<file path="src/rtl/pad_merge.sv">
module pad_merge #(
  parameter int HALF_CYC    = 4,
  parameter int HOLD_FRAMES = 120
) (
  input  logic       clk,
  input  logic       rst_n,
  input  logic       vsync,
  input  logic       pad_data,
  input  logic [7:0] ext_byte,
  output logic       pad_latch,
  output logic       pad_clk,
  output logic [7:0] pad_byte,
  output logic       reset_req
);
  localparam int CW = $clog2(HALF_CYC + 1);
  localparam int HW = $clog2(HOLD_FRAMES + 1);

  typedef enum logic [1:0] {S_IDLE, S_LATCH, S_LOW, S_HIGH} st_t;

  st_t           st;
  logic [CW-1:0] cnt;
  logic [2:0]    idx;
  logic [7:0]    shreg;
  logic          vs_q;
  logic [HW-1:0] hold;

  wire        phase_end = (cnt == CW'(HALF_CYC - 1));
  wire [7:0]  merged    = shreg & ext_byte;

  assign pad_latch = (st == S_LATCH);
  assign pad_clk   = (st == S_HIGH);
  assign reset_req = (hold == HW'(HOLD_FRAMES));

  always_ff @(posedge clk or negedge rst_n) begin
    if (!rst_n) begin
      st       <= S_IDLE;
      cnt      <= '0;
      idx      <= '0;
      shreg    <= 8'hFF;
      vs_q     <= 1'b0;
      pad_byte <= 8'hFF;
      hold     <= '0;
    end else begin
      vs_q <= vsync;
      if (st == S_IDLE) begin
        if (vsync && !vs_q) begin
          st  <= S_LATCH;
          cnt <= '0;
        end
      end else if (!vsync) begin
        st <= S_IDLE;
      end else if (!phase_end) begin
        cnt <= cnt + 1'b1;
      end else begin
        cnt <= '0;
        unique case (st)
          S_LATCH: begin
            st  <= S_LOW;
            idx <= '0;
          end
          S_LOW: begin
            shreg <= {shreg[6:0], pad_data};
            st    <= S_HIGH;
          end
          S_HIGH: begin
            if (idx == 3'd7) begin
              st       <= S_IDLE;
              pad_byte <= merged;
              if (merged[4])
                hold <= '0;
              else if (hold != HW'(HOLD_FRAMES))
                hold <= hold + 1'b1;
            end else begin
              idx <= idx + 1'b1;
              st  <= S_LOW;
            end
          end
          default: st <= S_IDLE;
        endcase
      end
    end
  end
endmodule


</file>
<file path="config.mk">
export PLATFORM = sky130hd
export DESIGN_NAME = pad_merge
export DESIGN_NICKNAME = d
export VERILOG_FILES = /design/src/rtl/pad_merge.sv
export SDC_FILE = /design/constraint.sdc
export NUM_CORES = 1
export LEC_CHECK = 0
export ABC_AREA = 1
export CORE_ASPECT_RATIO = 0.75
export CORE_MARGIN = 5
export CORE_UTILIZATION = 50
export DETAILED_ROUTE_END_ITERATION = 12
export PLACE_DENSITY = 0.75
export SLEW_MARGIN = 20
export SYNTH_ARGS = -nofsm -noshare
export SYNTH_HDL_FRONTEND = slang
export SYNTH_SLANG_ARGS = --single-unit
</file>
<file path="constraint.sdc">
create_clock -name clk -period 3.5 [get_ports clk]
set_input_delay 0.7 -clock clk [delete_from_list [all_inputs] [get_ports clk]]
set_output_delay 0.7 -clock clk [all_outputs]
set_load 0.02 [all_outputs]
</file>
---- Word level (Yosys, flattened, before mapping) ----
Cells that the tools add are included.
operators by class
  multiplexer cells ....................... 14
  bitwise logic cells ..................... 2
  reduce and logical (&&, ||, !) cells .... 12
  equal/unequal tests ..................... 10
  $add $sub $neg .......................... 3
operators by type and width
  operator             number
  $mux 3               5
  $mux 7               2
  $mux 2               5
  $reduce_and 5->1     2
  $and 8x8->8          1
  $add 7x1->7 const B  1
  $eq 7x7->1 const B   1
  $ne 7x7->1 const B   1
  $add 3x1->3 const B  2
  $pmux 2 s3           1
  $pmux 3 s2           1
  $reduce_and 6->1     1
  $reduce_bool 2->1    3
  $eq 2x2->1 const B   2
  $reduce_and 2->1     2
  $reduce_and 4->1     1
  $eq 3x2->1 const B   1
  $eq 3x3->1 const B   1
  $ne 3x1->1 const B   1
  $eq 2x1->1 const B   1
  $logic_not 2->1      1
  $ne 2x1->1 const B   1
  $ne 2x2->1 const B   1
  $logic_and 1x1->1    1
  2 further kinds      2
storage, ports and cells
  register bits ........................... 32
  input port bits ......................... 12
  output and inout port bits .............. 11
  logic and storage cells ................. 48

---- Depth between registers and ports, before layout ----
  depth after elaboration ................. 6
  mapped depth ............................ 9

---- Worst setup path before layout ----
OpenSTA, ideal clock, no wires.
  path kind ............................... register to output
  from .................................... reg hold[0]
  to ...................................... out reset_req
  required time ........................... 2.800 ns
  stages on the path, launching flop included .. 7
  arrival time ............................ 0.957 ns
  path slack .............................. 1.843 ns
  cells stage by stage .................... dfrtp_1 -> inv_1 -> ha_1 -> inv_1 -> nor2_1 -> nand2_1 -> inv_1
on the way
  longest elaborated chain between the ends .. 1
RTL lines
  element                 RTL line  RTL
  start, declared         25        logic [HW-1:0] hold;
  start signal, assigned  72        hold <= hold + 1'b1;
  $eq 7x7->1              32        assign reset_req = (hold == HW'(HOLD_FRAMES));
  end, declared           13        output logic reset_req
Every way passes these cells.

---- Worst setup path after layout ----
Ends and elaborated chain as after synthesis.

==> impl_metrics.py <==
metrics = {
    "clocking": {
        "clk_latency_ns": 0.28,
        "cts.sinks": 32,
        "cts-htree-levels": 2,
        "numCtsBuffers": 5,
        "cts_resized": 0,
        "clk_path_buf_depth": 2,
        "cts_root_buffer": "clkbuf_8",
        "postCtsSetupRepairBufs": 0,
        "tritoncts": "built",
        "clkTransAtPathRegs_ns": 0.06,
        "holdBufCountCts": 0,
    },
    "global_routing": {
        "grt_max_degree": 33,
        "grt_overflow": 0,
        "antenna_found_initial": 0,
        "grt_pass1_vias": 1196,
        "grt_use_total_pct": 15.8,
        "grt_pass1_wl_mm": 5.55,
    },
    "worst_hold_path": {
        "hp-start": "shreg[4]$_DFFE_PN1P_",
        "min_path_type": "register to register",
    },
    "pwr": {
        "p_per_area_nw_per_um2": 476,
        "clockPowerShare_pct": 30.7,
        "p_leak_uw": 0.000993,
        "vdd_ir_drop_max_uv": 276,
        "combPwrFrac_pct": 19.4,
        "p_sw_share_pct": 30.5,
        "power.switching_uw": 287,
        "internal_power_uw": 654,
        "seqPwrFrac_pct": 49.9,
    },
    "finish": {
        "regArea_um2": 821,
        "multi_input_area_um2": 722,
        "areaGrowthSynthToFinish_pct": 20.8,
        "fillers": 287,
        "post-route-util_pct": 61.3,
        "diodes": 0,
        "drive_gt1_share_pct": 14.9,
        "postLayoutCellArea_um2": 1970,
        "layout.nets": 238,
    },
    "synth": {
        "ys.flop_type": "dfstp_2",
        "netlist_top_cells_count": "nand2_1, nand3_1, inv_1, nor2_1",
        "async_reset_ff_share_pct": 100,
        "ys_seq_area_share_pct": 50.2,
        "yosys.area.top_type": "dfstp_2",
        "syn_inst": 195,
        "synth-edff-count": 0,
        "ys_types": 26,
        "synth_warnings": 0,
        "synth_nets": 212,
        "yosysTopAreaCellShare_pct": 25.7,
        "yosysMostFrequentCell": "nand2_1",
        "syn_avg_cell_area_um2": 8.38,
        "synthesis.area_um2": 1630,
        "synth-seq-cells": 32,
        "netlist_top_cells_area": "dfstp_2, dfrtp_1, nand2_1",
    },
    "sta": {
        "setup_viol": 0,
        "min_period_ns": 2.56,
        "setup_ws_ns": 0.943,
        "relSlewSlack_pct": 74.1,
        "hold_violations": 0,
        "tns_ns": 0,
        "rsz0062_at_grt": "no",
        "whs_ns": 0.474,
        "fmax_ghz": 0.391,
        "fin_crit_sh_pct": 73.1,
        "skew_ns": 0.00394,
        "slew_viol_final": 0,
        "worst_pin_slew_ns": 0.389,
    },
    "critical_path": {
        "crit_start": "hold[0]$_DFFE_PN0P_",
        "critPathCaptureType": "output pin",
        "crit_top_cell": "inv_1",
        "path_class": "register to output pin",
        "crit_chain": "inv_1 > ha_1 > inv_1 > nor2_1 > nand2_1 > inv_1 > clkdlybuf4s50_1",
        "required_ns": 2.80,
        "slowest_stage": "clkdlybuf4s50_1",
        "cp_max_fo": 5,
        "worstPathArrival_ns": 1.86,
        "r2r-start": "idx[0]$_DFFE_PN0P_",
        "cp-start-kind": "register",
        "max_stage_delay_ns": 0.60,
    },
    "placement": {
        "dp_slack_ns": 1.26,
        "place_hpwl_mm": 2.49,
        "placed_cell_area_um2": 1880,
        "place.gp.congestion": 0.891,
        "io_buffers": 22,
    },
    "die": {
        "fp.dieArea_um2": 4520,
        "initial_utilization_pct": 50.7,
        "dieWidth_um": 76.0,
        "fp.coreArea_um2": 3220,
        "pin_count": 23,
        "die_h_um": 59.5,
        "rows": 18,
    },
    "drt": {
        "routed_via_density": 4.96,
        "vias": 1300,
        "routed_wirelength_mm": 3.29,
        "drc_errors": 0,
        "routedWlPerCell_um": 12.6,
        "ant_nets": 0,
        "dr.pass1.iters": 4,
        "drt_iter0_markers": 122,
    },
    "outcome": {
        "outcome": "finished, final reports clean",
    },
    "flow_run": {
        "drv_cap": 0,
    },
}
-- placed cells by master, fill, tap and decap left out --
cell type,count
nand2_1,60
nand3_1,24
clkdlybuf4s50_1,22
inv_1,17
nor2_1,17
o21ai_0,16
dfrtp_1,16
dfstp_2,16
clkbuf_8,6
ha_1,5
nand2_4,2
nor2_4,2
nor3_1,2
nor2_2,2
a21oi_1,2
nand4_1,2
clkbuf_1,2
nand3_4,1
nand3_2,1
nor2_8,1
o21a_1,1
nand2_2,1
nor3b_1,1
o22ai_1,1
o21ai_1,1
buf_4,1
-- path summary, 6_finish.rpt --
path                                           endpoint  slack (ns)  cells past startpoint
worst min-delay path               shreg[4]$_DFFE_PN1P_        0.47                      2
max in group asynchronous       pad_byte[1]$_DFFE_PN1P_        2.37                      2
min in group asynchronous                vs_q$_DFF_PN0_        0.80                      2
worst max register to register      hold[6]$_DFFE_PN0P_        1.89                      8
worst min register to register     shreg[4]$_DFFE_PN1P_        0.47                      2
worst max-delay path                          reset_req        0.94                      7
-- sequential cells by signal, indices dropped and copies added, names as in the netlist --
| register | cells |
|---|---|
| idx | 3 |
| st | 2 |
| cnt | 3 |
| hold | 7 |
| shreg | 8 |
| pad_byte | 8 |
| vs_q | 1 |
-- per-layer routing --
| metal | up-vias | part of all wire [%] | global-route usage, % |
|---|---|---|---|
| met2 | 28 | 41 | 21.7 |
| li1 | 685 | - | - |
| met4 | 0 | 1.5 | 6.85 |
| met5 | - | 0 | 0 |
| met3 | 5 | 5.2 | 4.41 |
| met1 | 582 | 52 | 23.1 |
-- power by group through the flow --
| stage | Combinational [uW] | Sequential, uW | Clock [uW] |
|---|---|---|---|
| finish | 182 | 470 | 289 |
| global route | 209 | 476 | 310 |
| CTS | 184 | 470 | 295 |
| detailed placement | 182 | 476 | 0 |
| global placement | 176 | 474 | 0 |
| floorplan | 163 | 441 | 0 |
-- cell families (layout without fill, tap and decap cells) --
kind of cell,count (synthesis),in the layout,share of synthesized area (%)
AOI/OAI and AO/OA,21,21,6.66
buffers and inverters,21,48,5.59
DFF,32,32,50.2
adders and majority gates,5,5,3.83
and+or+nand+nor,116,116,33.7
-- area by class of cell --
| cell class | instances | share of cell area [%] |
|---|---|---|
| multi-input cells | 142 | 36.6 |
| inverters | 17 | 3.23 |
| repair buffers | 23 | 11.5 |
| well taps | 40 | 2.53 |
| flip-flops and latches | 32 | 41.6 |
| clock buffers | 8 | 4.56 |
-- critical path: cells and delay by family, from the launching register on --
kind / cells / cell delay [ns]
buf+inv: 4 / 0.80
flops: 1 / 0.43
simple gates: 2 / 0.21
fa+ha+maj: 1 / 0.14
-- stage by stage --
stage	power [uW]	cells
detailed placement	658	254
global placement	650	254
floorplan	604	195
global route	995	262
CTS	949	262
finish	940	262
No activity file was read; power rests on OpenSTA's default activity.
